`src/rtl/intr_ctl_reg.sv`:
```
module intr_ctl_reg #(
  parameter int          AW       = 9,
  parameter logic [6:0]  CTL_OFS  = 7'h0B,
  parameter logic [6:0]  PORT_OFS = 7'h06
) (
  input  logic          clk,
  input  logic          rst_n,
  input  logic [AW-1:0] bus_addr,
  input  logic          bus_wr,
  input  logic          bus_rd,
  input  logic [7:0]    bus_wdata,
  output logic [7:0]    bus_rdata,
  input  logic          tmr_ovf,
  input  logic          ext_pin,
  input  logic [7:0]    port_pins,
  input  logic          periph_irq,
  output logic          irq
);
  localparam logic [AW-1:0] OFS_MASK = AW'(7'h7F);

  logic [7:0] reg_q, reg_d, base;
  logic [7:0] port_s1, port_s2;
  logic [3:0] snap_q;
  logic       ext_s1, ext_s2, ext_s3;

  wire sel_ctl   = (bus_addr & OFS_MASK) == AW'(CTL_OFS);
  wire sel_port  = (bus_addr & OFS_MASK) == AW'(PORT_OFS);
  wire wr_ctl    = bus_wr & sel_ctl;
  wire rd_port   = bus_rd & sel_port;
  wire ext_rise  = ext_s2 & ~ext_s3;
  wire mismatch  = port_s2[7:4] != snap_q;

  always_ff @(posedge clk or negedge rst_n)
    if (!rst_n) begin
      {ext_s3, ext_s2, ext_s1} <= '0;
      port_s1 <= '0;
      port_s2 <= '0;
    end else begin
      {ext_s3, ext_s2, ext_s1} <= {ext_s2, ext_s1, ext_pin};
      port_s1 <= port_pins;
      port_s2 <= port_s1;
    end

  assign base  = wr_ctl ? bus_wdata : reg_q;
  assign reg_d = base | {5'b0, tmr_ovf, ext_rise, mismatch};

  always_ff @(posedge clk or negedge rst_n)
    if (!rst_n) begin
      reg_q  <= '0;
      snap_q <= '0;
      irq    <= 1'b0;
    end else begin
      reg_q <= reg_d;
      if (rd_port) snap_q <= port_s2[7:4];
      irq <= reg_q[7] & ((reg_q[5] & reg_q[2]) | (reg_q[4] & reg_q[1]) |
                         (reg_q[3] & reg_q[0]) | (reg_q[6] & periph_irq));
    end

  assign bus_rdata = sel_ctl  ? reg_q :
                     sel_port ? port_s2 : 8'h00;

  p_wr_en_r1: assert property (@(posedge clk) disable iff (!rst_n)
    wr_ctl |=> reg_q[7:3] == $past(bus_wdata[7:3]));

  p_tmr_set_r3: assert property (@(posedge clk) disable iff (!rst_n)
    tmr_ovf |=> reg_q[2]);

  p_sticky_r4: assert property (@(posedge clk) disable iff (!rst_n)
    !wr_ctl |=> (reg_q[2:0] & $past(reg_q[2:0])) == $past(reg_q[2:0]));

  p_rb_set_r5: assert property (@(posedge clk) disable iff (!rst_n)
    (port_s2[7:4] != snap_q) |=> reg_q[0]);

  p_irq_mask_r6: assert property (@(posedge clk) disable iff (!rst_n)
    !reg_q[7] |=> !irq);

  p_peie_r7: assert property (@(posedge clk) disable iff (!rst_n)
    (reg_q[7:6] == 2'b10 && (reg_q[5:3] & reg_q[2:0]) == 3'b000) |=> !irq);
endmodule

```
`config.mk`:
```
export PLATFORM = sky130hd
export DESIGN_NAME = intr_ctl_reg
export DESIGN_NICKNAME = d
export VERILOG_FILES = /design/src/rtl/intr_ctl_reg.sv
export SDC_FILE = /design/constraint.sdc
export NUM_CORES = 1
export LEC_CHECK = 0
export ABC_AREA = 1
export BUFFER_PORTS_ARGS = -buffer_cell sky130_fd_sc_hd__buf_2
export CORE_MARGIN = 5
export CORE_UTILIZATION = 50
export CTS_BUF_LIST = sky130_fd_sc_hd__clkbuf_16
export CTS_CLUSTER_DIAMETER = 80
export DETAILED_ROUTE_END_ITERATION = 8
export PLACE_DENSITY = 0.79
export SLEW_MARGIN = 10
export SYNTH_ARGS = -nofsm -noshare
export SYNTH_HDL_FRONTEND = slang
export SYNTH_SLANG_ARGS = --single-unit
```
`constraint.sdc`:
```
create_clock -name clk -period 2.77 [get_ports clk]
set_clock_uncertainty 0.1 [all_clocks]
set_input_delay 0.1385 -clock clk [delete_from_list [all_inputs] [get_ports clk]]
set_output_delay 0.1385 -clock clk [all_outputs]
set_load 0.02 [all_outputs]
```
==> impl_metrics.csv <==
group,metric,value,unit
critical_path,cp-start-kind,"primary input",
yosys,synth_xor_area_share,2.061,%
clocking,root_buffer,"clkbuf_16",
global_route,grt_first_pass_wirelength,4609,um
floorplan,initial_utilization,51.94,%
worst_hold_path,worstHoldStart,"bus_wdata[5]",
sta,hold_viol,0,
floorplan,rows,18,
detailed_routing,drtIter0Drc,36,
yosys,postSynthCellCount,128,
layout,fill_cells,183,
place,dp_slack,1.006,ns
yosys,muxShareOfSynthArea,0,%
worst_hold_path,whs_path_depth,3,
detailed_routing,finalWirelength,2720,um
yosys,ys_warn_count,0,
yosys,synth-simple-area-share,24.93,%
yosys,syn_area,1275,sq um
run,maxCapViolCount,0,
global_route,antenna_found_initial,0,
yosys,synth_top_family_by_area,"simple AND/OR/NAND/NOR gates",
layout,final_layout_size_suffix_gt1_share,29.67,%
global_route,grt.total_usage,17.14,%
pwr,combPwrFrac,7.0,%
place,gp_congestion,0.8385,
place,portBuffers,38,
pwr,power_frac_clock,50.3,%
detailed_routing,routedWlPerCell,12.83,um
layout,area_growth,37.98,%
clocking,cts_resized,0,
sta,worst_slack,0.9920,ns
layout,nets,213,
sta,min_period,1.778,ns
sta,min_period_over_period,64.19,%
clocking,htreeDepth,2,
clocking,post_cts_buffers,0,
clocking,numCtsBuffers,5,
critical_path,worstSetupEndpointType,"primary output",
floorplan,num_io_pins,41,
critical_path,worstPathArrival,1.54,ns
yosys,syn_area_per_cell,9.961,sq um
clocking,clk_pin_slew,0.05,ns
sta,maxSlewHeadroom,56.02,%
sta,setup-tns-final,0,ns
clocking,cts_tree,"built",
global_route,grt_max_degree,33,
sta,clock.fmax,562.4,MHz
floorplan,die_w,60.50,um
pwr,p_int,0.0009556,W
clocking,clock_latency,0.26,ns
detailed_routing,drc_errors,0,
sta,slew_violations,0,
pwr,p_seq_share,42.7,%
clocking,clock_sinks,32,
sta,setup-violations-final,0,
global_route,grt-ovfl-total,0,
pwr,p_sw_share,19.70,%
detailed_routing,viasPerCell,4.792,
critical_path,ff2ff_path_depth,4,
yosys,synth_seq_area_share,62.81,%
pwr,leakage,0.9262,nW
layout,regArea,800.8,sq um
global_route,grt_pass1_vias,1061,
pwr,p_per_area,676.5,nW/um^2
critical_path,crit_type,"in2out",
yosys,synth.net_count,160,
floorplan,fp.coreArea,2455,sq um
critical_path,r2r_start,"port_s2[4]$_DFF_PN0_",
yosys,yosys.area_share.adder,0,%
yosys,netlist-cell-type-count,16,
critical_path,regToRegSetupSlack,1.72,ns
critical_path,path_max_fanout,18,
floorplan,die_h,60.50,um
layout,num_antenna_cells,0,
clocking,holdBufCountCts,11,
layout,multi_input_area,396.6,sq um
detailed_routing,antenna_left,0,
critical_path,critPathLaunch,"bus_addr[5]",
sta,rsz0062_at_grt,"false",
clocking,ctsLongestPathBuffers,2,
critical_path,cp_data_required_time,2.53,ns
yosys,synth-compound-area-share,4.122,%
place,dp_hpwl,1869,um
pwr,power_switching,0.0002345,W
pwr,ir_worst_vdd,0.6833,mV
critical_path,r2r-end,"reg_q[0]$_DFF_PN0_",
yosys,ys_ff_latch,32,
detailed_routing,dr_total_vias,1016,
floorplan,dieArea,3660,sq um
worst_hold_path,hold_path_class,"in2reg",
run_status,status,"completed",
sta,worst_pin_slew,0.6596,ns
critical_path,endpoint,"bus_rdata[0]",
detailed_routing,first_pass_iters,4,
-- worst max-delay path, cell delays in order --
cell and delay [ns]:
buf_2 0.11, nor3_4 0.55, and2_1 0.37, nand2_1 0.11, nand2_1 0.09, buf_2 0.17
-- state kept, by name, indices dropped and copies added (netlist names) --
name	cells
port_s2	8
ext_s1	1
port_s1	8
ext_s2	1
ext_s3	1
irq	1
snap_q	4
reg_q	8
-- cell usage after synthesis --
library cell | number | area share (%)
nand2_1 | 45 | 13
dfrtp_1 | 32 | 63
inv_1 | 13 | 3.8
nand3_1 | 12 | 4.7
nand4_1 | 7 | 3.4
o21ai_2 | 5 | 3.4
xnor2_1 | 3 | 2.1
buf_2 | 2 | 0.79
nor2_1 | 2 | 0.59
a41oi_1 | 1 | 0.69
and2_1 | 1 | 0.49
buf_4 | 1 | 0.59
buf_6 | 1 | 0.88
nand3_2 | 1 | 0.79
nor3_1 | 1 | 0.39
nor3_4 | 1 | 1.3
-- layout by cell type (no fill, tap or decap) --
| master | instances |
|---|---|
| nand3_2 | 1 |
| inv_1 | 13 |
| dlygate4sd3_1 | 11 |
| and2_1 | 1 |
| nor3_1 | 1 |
| o21ai_2 | 5 |
| xnor2_1 | 3 |
| dfrtp_1 | 32 |
| nand3_1 | 12 |
| bufinv_16 | 1 |
| clkinvlp_4 | 1 |
| nor3_4 | 1 |
| a41oi_1 | 1 |
| clkbuf_16 | 5 |
| nor2_1 | 2 |
| nand4_1 | 7 |
| clkinv_2 | 1 |
| nand2_1 | 45 |
| buf_2 | 38 |
| buf_4 | 1 |
-- worst min path at each step --
| stage | endpoint |
|---|---|
| after floorplan | ext_s1$_DFF_PN0_ |
| after global placement | port_s1[4]$_DFF_PN0_ |
| after detailed placement | port_s1[4]$_DFF_PN0_ |
| after CTS | reg_q[6]$_DFFE_PN0N_ |
| after global routing | reg_q[5]$_DFFE_PN0N_ |
| final | reg_q[5]$_DFFE_PN0N_ |
-- metal layers --
layer  up-vias  share of wire [%]  global-route usage [%]
met2        33                 50                   29.17
met4         0               0.66                   4.644
met5         -                  0                       0
met3         4                8.4                   5.745
met1       464                 41                   20.99
li1        515                  -                       -
-- final cells by class --
cell class              instances  area share [%]
flip-flops and latches         32           45.52
multi-input cells              79           22.55
repair buffers                 50           17.50
clock buffers                   5           7.112
inverters                      13           2.774
clock inverters                 3           2.418
well taps                      30           2.134
-- per-stage QoR --
step	total power (W)	cell area, sq um	util, %	instances	hold slack, ns
final	0.001190	1759	71.66	212	0.01188
after global routing	0.001243	1759	71.66	212	0.01720
after CTS	0.001200	1759	71.66	212	0.009980
after detailed placement	0.0005874	1481	60.35	193	0.1110
after global placement	0.0005825	1481	60.35	193	0.09858
after floorplan	0.0005459	1275	-	128	-0.2571
-- power by group through the flow --
stage	Clock, W	Combinational, W	Sequential, W
6_report	0.000599	0.0000828	0.000508
3_3_place_gp	0	0.0000676	0.000515
5_1_grt	0.000636	0.0000950	0.000511
4_1_cts	0.000608	0.0000836	0.000508
2_1_floorplan	0	0.0000331	0.000513
3_5_place_dp	0	0.0000716	0.000516
-- cells by family after synthesis --
| kind of cell | after synthesis |
|---|---|
| flops | 32 |
| buf+inv | 17 |
| simple gates | 70 |
| compound gates | 6 |
| xor+xnor | 3 |
Note: power is estimated with default switching activity, not from simulation.
